`config.mk`:
```
export PLATFORM = sky130hd
export DESIGN_NAME = jtag_chain_seq
export DESIGN_NICKNAME = d
export VERILOG_FILES = /design/src/rtl/jseq_pkg.sv /design/src/rtl/jseq_tmsplan.sv /design/src/rtl/jseq_stream.sv /design/src/rtl/jseq_pick.sv /design/src/rtl/jtag_chain_seq.sv
export SDC_FILE = /design/constraint.sdc
export NUM_CORES = 1
export LEC_CHECK = 0
export BUFFER_PORTS_ARGS = -buffer_cell sky130_fd_sc_hd__buf_4
export CAP_MARGIN = 20
export CORE_MARGIN = 1.5
export CORE_UTILIZATION = 45
export CTS_BUF_LIST = sky130_fd_sc_hd__clkbuf_16
export DETAILED_ROUTE_END_ITERATION = 10
export GPL_TIMING_DRIVEN = 0
export HOLD_SLACK_MARGIN = 0.03
export PLACE_DENSITY = 0.76
export SETUP_SLACK_MARGIN = 0.15
export SYNTH_ARGS = -nofsm -noshare
export SYNTH_HDL_FRONTEND = slang
export SYNTH_HIERARCHICAL = 1
export SYNTH_SLANG_ARGS = --single-unit
```
`constraint.sdc`:
```
create_clock -name clk -period 2.8 [get_ports clk]
set_input_delay 0.56 -clock clk [delete_from_list [all_inputs] [get_ports clk]]
set_output_delay 0.56 -clock clk [all_outputs]
set_load 0.01 [all_outputs]
```
`src/rtl/jseq_pkg.sv`:
```
package jseq_pkg;
  typedef enum logic [1:0] {
    OP_RST  = 2'd0,
    OP_IR   = 2'd1,
    OP_DR   = 2'd2,
    OP_RST2 = 2'd3
  } op_t;

  typedef enum logic [2:0] {
    ST_IDLE,
    ST_PRE,
    ST_SHIFT,
    ST_POST,
    ST_FIN
  } st_t;
endpackage

```
`src/rtl/jseq_tmsplan.sv`:
```
module jseq_tmsplan (
  input  logic       is_ir,
  input  logic       is_dr,
  input  logic       in_tlr,
  output logic [6:0] pat,
  output logic [2:0] plen
);
  // Patterns are sent from bit 0 upward.
  always_comb begin
    if (is_ir && in_tlr) begin
      pat = 7'b0000110; plen = 3'd5;
    end else if (is_ir) begin
      pat = 7'b0000011; plen = 3'd4;
    end else if (is_dr && in_tlr) begin
      pat = 7'b0000010; plen = 3'd4;
    end else if (is_dr) begin
      pat = 7'b0000001; plen = 3'd3;
    end else begin
      pat = 7'b1111111; plen = 3'd7;
    end
  end
endmodule

```
`src/rtl/jseq_stream.sv`:
```
module jseq_stream #(
  parameter int N_DEV  = 3,
  parameter int IR_W   = 3,
  parameter int DR_MAX = 8,
  parameter logic [IR_W-1:0] BYPASS_CODE = IR_W'(6),
  parameter int TGT_W  = 2,
  parameter int LEN_W  = 4,
  parameter int SH_W   = 10,
  parameter int CNT_W  = 4
) (
  input  logic              is_ir,
  input  logic [TGT_W-1:0]  tgt,
  input  logic [IR_W-1:0]   code,
  input  logic [DR_MAX-1:0] data,
  input  logic [LEN_W-1:0]  dlen,
  output logic [SH_W-1:0]   vec,
  output logic [CNT_W-1:0]  len
);
  localparam int IR_TOT = N_DEV * IR_W;

  logic [IR_TOT-1:0] ir_vec;
  logic [SH_W-1:0]   dmask;
  logic [SH_W-1:0]   dvec;

  for (genvar d = 0; d < N_DEV; d++) begin : g_slot
    assign ir_vec[d*IR_W +: IR_W] = (tgt == TGT_W'(d)) ? code : BYPASS_CODE;
  end

  assign dmask = (SH_W'(1) << dlen) - SH_W'(1);
  assign dvec  = (SH_W'(data) & dmask) << tgt;

  always_comb begin
    if (is_ir) begin
      vec = SH_W'(ir_vec);
      len = CNT_W'(IR_TOT);
    end else begin
      vec = dvec;
      len = CNT_W'(dlen) + CNT_W'(N_DEV - 1);
    end
  end
endmodule

```
`src/rtl/jseq_pick.sv`:
```
module jseq_pick #(
  parameter int IR_W  = 3,
  parameter int TGT_W = 2,
  parameter int LEN_W = 4,
  parameter int SH_W  = 10,
  parameter int RSP_W = 8
) (
  input  logic [SH_W-1:0]  cap,
  input  logic             is_ir,
  input  logic [TGT_W-1:0] tgt,
  input  logic [LEN_W-1:0] dlen,
  output logic [RSP_W-1:0] rsp
);
  logic [SH_W-1:0]  shifted;
  logic [RSP_W-1:0] mask;
  int               amt;
  int               nbits;

  always_comb begin
    amt     = is_ir ? int'(tgt) * IR_W : int'(tgt);
    nbits   = is_ir ? IR_W : int'(dlen);
    shifted = cap >> amt;
    mask    = RSP_W'(1);
    mask    = (mask << nbits) - RSP_W'(1);
    rsp     = RSP_W'(shifted) & mask;
  end
endmodule

```
`src/rtl/jtag_chain_seq.sv`:
```
module jtag_chain_seq
  import jseq_pkg::*;
#(
  parameter int N_DEV  = 3,
  parameter int IR_W   = 3,
  parameter int DR_MAX = 8,
  parameter logic [IR_W-1:0] BYPASS_CODE = IR_W'(6),
  localparam int TGT_W = (N_DEV > 1) ? $clog2(N_DEV) : 1,
  localparam int LEN_W = $clog2(DR_MAX + 1),
  localparam int RSP_W = (IR_W > DR_MAX) ? IR_W : DR_MAX
) (
  input  logic              clk,
  input  logic              rst,
  input  logic              cmd_valid,
  output logic              cmd_ready,
  input  logic [1:0]        cmd_op,
  input  logic [TGT_W-1:0]  cmd_target,
  input  logic [IR_W-1:0]   cmd_ir,
  input  logic [DR_MAX-1:0] cmd_dr,
  input  logic [LEN_W-1:0]  cmd_dr_len,
  output logic              done,
  output logic [RSP_W-1:0]  rsp_data,
  output logic              tck,
  output logic              tms,
  output logic              tdi,
  input  logic              tdo
);
  localparam int IR_TOT = N_DEV * IR_W;
  localparam int DR_TOT = DR_MAX + N_DEV - 1;
  localparam int SH_W   = (IR_TOT > DR_TOT) ? IR_TOT : DR_TOT;
  localparam int CNT_RAW = $clog2(SH_W + 1);
  localparam int CNT_W  = (CNT_RAW > 3) ? CNT_RAW : 3;

  st_t               st_q;
  op_t               op_q;
  logic [TGT_W-1:0]  tgt_q;
  logic [IR_W-1:0]   ir_q;
  logic [DR_MAX-1:0] dr_q;
  logic [LEN_W-1:0]  len_q;
  logic              in_tlr_q;
  logic              ph_q;
  logic [CNT_W-1:0]  cnt_q;
  logic [SH_W-1:0]   cap_q;
  logic              tck_q, tms_q, tdi_q, done_q;
  logic [RSP_W-1:0]  rsp_q;

  logic              is_ir, is_dr;
  logic [6:0]        pat;
  logic [2:0]        plen;
  logic [SH_W-1:0]   svec;
  logic [CNT_W-1:0]  slen;
  logic [RSP_W-1:0]  pick;
  logic              step_tms, step_tdi, step_last;

  assign is_ir = (op_q == OP_IR);
  assign is_dr = (op_q == OP_DR);

  jseq_tmsplan u_plan (
    .is_ir (is_ir), .is_dr (is_dr), .in_tlr (in_tlr_q),
    .pat (pat), .plen (plen)
  );

  jseq_stream #(
    .N_DEV (N_DEV), .IR_W (IR_W), .DR_MAX (DR_MAX), .BYPASS_CODE (BYPASS_CODE),
    .TGT_W (TGT_W), .LEN_W (LEN_W), .SH_W (SH_W), .CNT_W (CNT_W)
  ) u_stream (
    .is_ir (is_ir), .tgt (tgt_q), .code (ir_q), .data (dr_q), .dlen (len_q),
    .vec (svec), .len (slen)
  );

  jseq_pick #(
    .IR_W (IR_W), .TGT_W (TGT_W), .LEN_W (LEN_W), .SH_W (SH_W), .RSP_W (RSP_W)
  ) u_pick (
    .cap (cap_q), .is_ir (is_ir), .tgt (tgt_q), .dlen (len_q), .rsp (pick)
  );

  // One TCK bit per step: what TMS/TDI carry and whether the phase ends.
  always_comb begin
    step_tms  = 1'b0;
    step_tdi  = 1'b0;
    step_last = 1'b0;
    unique case (st_q)
      ST_PRE: begin
        step_tms  = pat[cnt_q[2:0]];
        step_last = (cnt_q[2:0] == plen - 3'd1);
      end
      ST_SHIFT: begin
        step_tdi  = svec[cnt_q];
        step_last = (cnt_q == slen - CNT_W'(1));
        step_tms  = step_last;
      end
      ST_POST: begin
        step_tms  = (cnt_q == '0);
        step_last = (cnt_q == CNT_W'(1));
      end
      default: ;
    endcase
  end

  always_ff @(posedge clk) begin
    if (rst) begin
      st_q     <= ST_IDLE;
      op_q     <= OP_RST;
      tgt_q    <= '0;
      ir_q     <= '0;
      dr_q     <= '0;
      len_q    <= '0;
      in_tlr_q <= 1'b1;
      ph_q     <= 1'b0;
      cnt_q    <= '0;
      cap_q    <= '0;
      tck_q    <= 1'b0;
      tms_q    <= 1'b1;
      tdi_q    <= 1'b0;
      done_q   <= 1'b0;
      rsp_q    <= '0;
    end else begin
      done_q <= 1'b0;
      unique case (st_q)
        ST_IDLE: begin
          if (cmd_valid) begin
            op_q  <= op_t'(cmd_op);
            tgt_q <= cmd_target;
            ir_q  <= cmd_ir;
            dr_q  <= cmd_dr;
            len_q <= cmd_dr_len;
            cnt_q <= '0;
            ph_q  <= 1'b0;
            st_q  <= ST_PRE;
          end
        end
        ST_FIN: begin
          tck_q    <= 1'b0;
          done_q   <= 1'b1;
          rsp_q    <= pick;
          in_tlr_q <= !(is_ir || is_dr);
          st_q     <= ST_IDLE;
        end
        default: begin
          if (!ph_q) begin
            tck_q <= 1'b0;
            tms_q <= step_tms;
            tdi_q <= step_tdi;
            ph_q  <= 1'b1;
          end else begin
            tck_q <= 1'b1;
            ph_q  <= 1'b0;
            if (st_q == ST_SHIFT) cap_q[cnt_q] <= tdo;
            if (step_last) begin
              cnt_q <= '0;
              if (st_q == ST_PRE)
                st_q <= (is_ir || is_dr) ? ST_SHIFT : ST_FIN;
              else if (st_q == ST_SHIFT)
                st_q <= ST_POST;
              else
                st_q <= ST_FIN;
            end else begin
              cnt_q <= cnt_q + CNT_W'(1);
            end
          end
        end
      endcase
    end
  end

  assign cmd_ready = (st_q == ST_IDLE);
  assign done      = done_q;
  assign rsp_data  = rsp_q;
  assign tck       = tck_q;
  assign tms       = tms_q;
  assign tdi       = tdi_q;

  // pins are steady across a rising TCK.
  p_pins_hold_r2: assert property (@(posedge clk) disable iff (rst)
    $rose(tck_q) |-> ($stable(tms_q) && $stable(tdi_q)));
  // no TCK activity while idle.
  p_idle_low_r2: assert property (@(posedge clk) disable iff (rst)
    cmd_ready |-> !tck_q);
  // completion lands in idle and lasts one cycle.
  p_done_idle_r8: assert property (@(posedge clk) disable iff (rst)
    done_q |-> cmd_ready);
  p_done_pulse_r8: assert property (@(posedge clk) disable iff (rst)
    done_q |=> !done_q);
  // final TMS level matches the parked state.
  p_end_tms_r6: assert property (@(posedge clk) disable iff (rst)
    done_q |-> (tms_q == !(is_ir || is_dr)));
endmodule

```
## Word level (Yosys, flattened, before mapping)

Cells that the tools add are included.
Widths: inputs -> output; s select.

| operators by class | value |
|---|---|
| $add $sub $neg | 6 |
| $mul | 1 |
| magnitude comparators | 3 |
| equality and inequality tests | 12 |
| shifts and indexed selects | 4 |
| mux-type cells | 42 |
| bitwise logic cells | 5 |
| reductions and logical operators | 18 |

Operator list:

| cell | number |
|---|---|
| $mux 3 | 13 |
| $mux 32 | 1 |
| $shl 1x32->8 const A | 1 |
| $shr 10x32->8 | 1 |
| $mux 7 | 4 |
| $mux 4 | 5 |
| $and 8x10->10 | 1 |
| $bwmux 10 | 1 |
| $mux 10 | 1 |
| $shl 1x4->10 const A | 1 |
| $shl 10x2->10 | 1 |
| $sub 10x2->10 const B | 1 |
| $reduce_and 3->1 | 3 |
| $and 8x8->8 | 1 |
| $mux 1 | 8 |
| $pmux 4 s2 | 1 |
| $sub 8x1->8 const B | 1 |
| $eq 3x2->1 const B | 2 |
| $pmux 1 s3 | 2 |
| $pmux 3 s2 | 1 |
| $reduce_and 2->1 | 3 |
| $reduce_bool 3->1 | 2 |
| $lt 4x5->1 const B | 1 |
| $add 4x1->4 const B | 1 |
| 27 further kinds | 34 |

| storage, ports and cells | value |
|---|---|
| register bits | 50 |
| word-level logic and storage cells | 106 |

## Logic depth before layout (Yosys ltp)

| depth | value |
|---|---|
| word-level depth | 11 |
| mapped depth | 14 |
| mapped depth without buffers | 12 |

## Hierarchy

The synthesis kept the hierarchy.

Modules (own cells, without submodules):

| module | instances | cells each | area an instance (sq um) |
|---|---|---|---|
| jtag_chain_seq | 1 | 284 | 2373.5 |
| jseq_pick | 1 | 89 | 660.6 |
| jseq_stream | 1 | 98 | 598.1 |
| jseq_tmsplan | 1 | 12 | 73.8 |

## Worst setup path before layout

Ideal clock, no wire load.

| path | value |
|---|---|
| path type | flip-flop to flip-flop |
| start | register len_q[0] |
| end | register tdi_q (netlist: tdi) |
| setup time | 132 ps |
| data arrival time | 2596 ps |
| required time | 2668 ps |
| slack | 72 ps |
| cell stages (with the launch flop) | 12 |
| path buffers | 1 |
| period minus slack after synthesis | 2728 ps |
| cell sequence | dfxtp_1 or4_4 ha_1 clkbuf_1 nor2b_1 and3b_1 nor4_1 a211oi_1 mux4_2 nand3b_1 a21o_1 a21oi_1 |

| on the way | value |
|---|---|
| word-level cells in the longest chain between the ends | 8 |

Ends and longest elaborated chain:

| item | line | source |
|---|---|---|
| start, declared | jtag_chain_seq.sv:39 | `logic [LEN_W-1:0] len_q;` |
| start signal, assigned | jtag_chain_seq.sv:126 | `len_q <= cmd_dr_len;` |
| $shl 1x4->10 | jseq_stream.sv:29 | `assign dmask = (SH_W'(1) << dlen) - SH_W'(1);` |
| $sub 10x2->10 | jseq_stream.sv:29 |  |
| $and 8x10->10 | jseq_stream.sv:30 | `assign dvec = (SH_W'(data) & dmask) << tgt;` |
| $shl 10x2->10 | jseq_stream.sv:30 |  |
| $mux 10 | jseq_stream.sv:33 | `if (is_ir) begin` |
| net svec[4] | jtag_chain_seq.sv:50 | `logic [SH_W-1:0] svec;` |
| $bmux 1 s4 | jtag_chain_seq.sv:88 | `step_tdi = svec[cnt_q];` |
| $mux 1 (not written as such) | jtag_chain_seq.sv:88 |  |
| $mux 1 | jtag_chain_seq.sv:82 | `unique case (st_q)` |
| end signal, assigned | jtag_chain_seq.sv:143 | `tdi_q <= step_tdi;` |
| end, declared | jtag_chain_seq.sv:44 | `logic tck_q, tms_q, tdi_q, done_q;` |

The timed path passes the listed nets, and every way through them passes these cells. The select of a mux whose other input is x is not followed.
A chain may end at the register's enable or synchronous reset.

## Final worst setup path

| path | value |
|---|---|
| start | register len_q[1] |
| end | register tdi_q (netlist: tdi) |

The elaborated chain is that of the path after synthesis.

==> flow_summary.yaml <==
grt:
  grt_use_total_pct: 23.69
  grt_max_degree: 17
  grt_antenna_before_repair: 0
  grt_pass1_vias: 3458
  grt_pass1_wl_um: 16590
  overflow: 0
detailed_routing:
  wire_per_inst_um: 15.71
  dr.pass1.iters: 5
  drc: 0
  antenna_left: 0
  num_vias: 3716
  drt_iter0_drc: 398
  totalWireLength_um: 10040
  viasPerCell: 5.815
sta:
  finalHoldViolCount: 0
  tightest_slew_ns: 0.9533
  max_slew_margin_pct: 35.96
  rsz0062_at_grt: "yes"
  fin_crit_sh_pct: 99.66
  drv_slew: 0
  fin_crit_ns: 2.791
  setup_viol: 0
  fin_skew_ns: 0.006976
  holdWs_ns: 0.4561
  postLayoutSetupSlackWorst_ns: 0.009406
  fmax_ghz: 0.3583
worst_setup_path:
  crit_buf_inv: 2
  cpLargestDelayFamily: "simple AND/OR/NAND/NOR gates"
  critical_path_depth: 13
  crit_chain: "clkbuf_4, nor3_1, nand2_1, ha_4, buf_8, or3_4, a21oi_4, o2111ai_1, o211ai_1, mux4_2, nand3b_1, a21o_1, a21oi_2"
  startpoint_type: "flop"
  worstPathMaxFanout: 10
  required_ns: 3.02
  cp.arrival_ns: 3.01
  critPathMaxStageDelay_ns: 0.40
  slowest_stage: "or3_4"
  critPathKind: "flop to flop"
  rr_worst_depth: 13
  worstSetupEndpointType: "flop"
logic_synthesis:
  ys.flop_type: "dfxtp_1"
  ys_seq_area_share_pct: 27.01
  syn_nets: 519
  synth_cells: 483
  synthArstFlopShare_pct: 0
  synth.cell_area_sq_um: 3706
  synth_seq_cells: 50
  synth.distinct_cells: 69
  yosys_warnings: 6
  avgSynthCellArea_sq_um: 7.673
  synth_edf_count: 0
power_and_ir_drop:
  swShare_pct: 38.78
  vdd_drop_max_mv: 0.4717
  p_int_mw: 1.830
  clkPwrFrac_pct: 24.0
  power.leakage_nw: 1.818
  combPwrFrac_pct: 46.7
  finalPower_mw: 2.989
  power_per_cell_area_nw_per_um2: 656.6
  pwr-share-seq_pct: 29.3
  p_sw_mw: 1.159
cells_and_area:
  seqCellArea_sq_um: 1017
  utilization_pct: 58.00
  drive_above_1_share_pct: 25.14
  syn_to_final_growth_pct: 22.82
  fillers: 698
  nets: 572
  diodes: 0
  multi_input_area_sq_um: 2587
floorplan:
  die_area_sq_um: 8789
  initial_core_util_pct: 47.23
  ios: 36
  rows: 32
  die_w_um: 93.75
  core-area_sq_um: 7848
  die_h_um: 93.75
placement:
  io_buffers: 34
  hpwl_um: 6949
  pre_cts_ws_ns: -0.3636
  gp_congestion: 0.8799
clock_network:
  cts.sinks: 50
  tritoncts: "done"
  clock_tree.root_cell: "clkbuf_16"
  clk_latency_ns: 0.30
  clk_pin_slew_ns: 0.07
  clock_path_buffers: 2
  htreeDepth: 2
  numCtsBuffers: 5
worst_hold_path:
  hold_depth: 2
  hold_path_class: "flop to flop"
run:
  maxCapViolations: 0
run_status:
  outcome: "finished clean"
-- cell usage after synthesis, drive strengths merged (2+ instances only) --
cell type | number | area, sq um
a211o | 2 | 17.52
a211oi | 6 | 45.04
a21o | 4 | 30.03
a21oi | 44 | 220.2
a22oi | 6 | 45.04
a31oi | 3 | 18.77
and2 | 3 | 21.27
and2b | 2 | 16.27
and3 | 3 | 18.77
buf | 18 | 128.9
clkbuf | 17 | 63.81
dfxtp | 50 | 1001
ha | 13 | 162.7
inv | 22 | 82.58
mux2 | 2 | 22.52
mux2i | 19 | 190.2
mux4 | 5 | 112.6
nand2 | 90 | 340.3
nand2b | 13 | 81.33
nand3 | 10 | 50.05
nand3b | 3 | 22.52
nand4 | 5 | 31.28
nor2 | 33 | 123.9
nor2b | 4 | 27.53
nor3 | 11 | 55.05
nor3b | 9 | 67.56
nor4 | 2 | 12.51
nor4b | 4 | 53.80
o2111ai | 3 | 26.28
o211a | 2 | 20.02
o211ai | 2 | 15.01
o21a | 2 | 15.01
o21ai | 18 | 90.09
o21bai | 4 | 30.03
o311a | 2 | 20.02
o31ai | 3 | 22.52
o32ai | 2 | 17.52
o41ai | 2 | 17.52
or2 | 8 | 52.56
or3 | 2 | 12.51
or4 | 5 | 45.04
xnor2 | 4 | 35.03
xnor3 | 2 | 45.04
xor2 | 7 | 61.31
-- repair_timing --
action	in CTS	in global routing
pin swaps	12	16
gates resized for setup	35	24
setup buffers	7	4
setup endpoints to repair	8	8
hold buffers	0	0
cloned	1	0
-- tightest hold or removal path, stage by stage (launching register included) --
cell and delay, ns:
dfxtp_1 0.31, nand2_1 0.05, a21oi_1 0.05
-- area by class of cell --
| class | count | share of cell area [%] |
|---|---|---|
| Buffer | 35 | 4.893 |
| Clock buffer | 5 | 2.749 |
| Clock inverter | 3 | 0.9621 |
| Inverter | 22 | 1.814 |
| Multi-Input combinational cell | 376 | 56.84 |
| Sequential cell | 50 | 22.35 |
| Tap cell | 102 | 2.804 |
| Timing Repair Buffer | 46 | 7.587 |
-- flip-flops by register name, indices dropped and copies added, names as in the netlist --
register and cells:
op_q 2, ir_q 3, tck 1, cap_q 10, tms 1, tdi 1, done 1, tgt_q 2
in_tlr_q 1, st_q 3, ph_q 1, cnt_q 4, dr_q 8, len_q 4, rsp_data 8
-- worst paths after layout --
| path | end | slack, ns | from |
|---|---|---|---|
| hold reg to reg | tck | 0.46 | tck |
| setup / recovery | tdi | 0.009 | len_q[1] |
| setup reg to reg | tdi | 0.009 | len_q[1] |
| hold / removal | tck | 0.46 | tck |
-- per-layer routing --
layer	global-route usage [%]	vias to the layer above	share of wire, %
li1	-	1811	-
met1	32.50	1722	44
met2	38.10	161	47
met3	3.560	22	6.7
met4	7.587	0	1.9
met5	0	-	0
-- power by group through the flow --
stage | combinational [mW] | sequential (mW) | clock (mW)
5_1_grt | 1.52 | 0.889 | 0.749
2_1_floorplan | 0.903 | 0.868 | 0
3_3_place_gp | 1.12 | 0.890 | 0
3_5_place_dp | 1.16 | 0.896 | 0
4_1_cts | 1.30 | 0.873 | 0.722
6_report | 1.40 | 0.877 | 0.717
-- cells by family after synthesis --
logic type                 after synthesis  synth area share [%]
buffers and inverters                   57                 7.427
DFF                                     50                 27.01
and+or+nand+nor                        213                 29.44
AOI/OAI and AO/OA                      111                 19.14
muxes                                   26                 8.778
adders and majority gates               13                 4.389
xor gates and xnor gates                13                 3.815
-- layout by cell type, fill, tap and decap left out, drive strengths merged, types with 13 or more instances in the layout --
master	netlist	routed
buf	18	65
nand2b	13	13
clkbuf	17	21
inv	22	23
nand2	90	90
a21oi	44	44
mux2i	19	19
ha	13	13
o21ai	18	18
dfxtp	50	50
nor2	33	33
-- through the flow --
step	cell area [sq um]	instances	TNS, ns
floorplan	3710	483	0
global placement	4093	619	-0.3449
detailed placement	4093	619	-0.6353
CTS	4443	635	0
global route	4552	639	-0.1017
finish	4552	639	0
No activity file was read; power rests on OpenSTA's default activity.
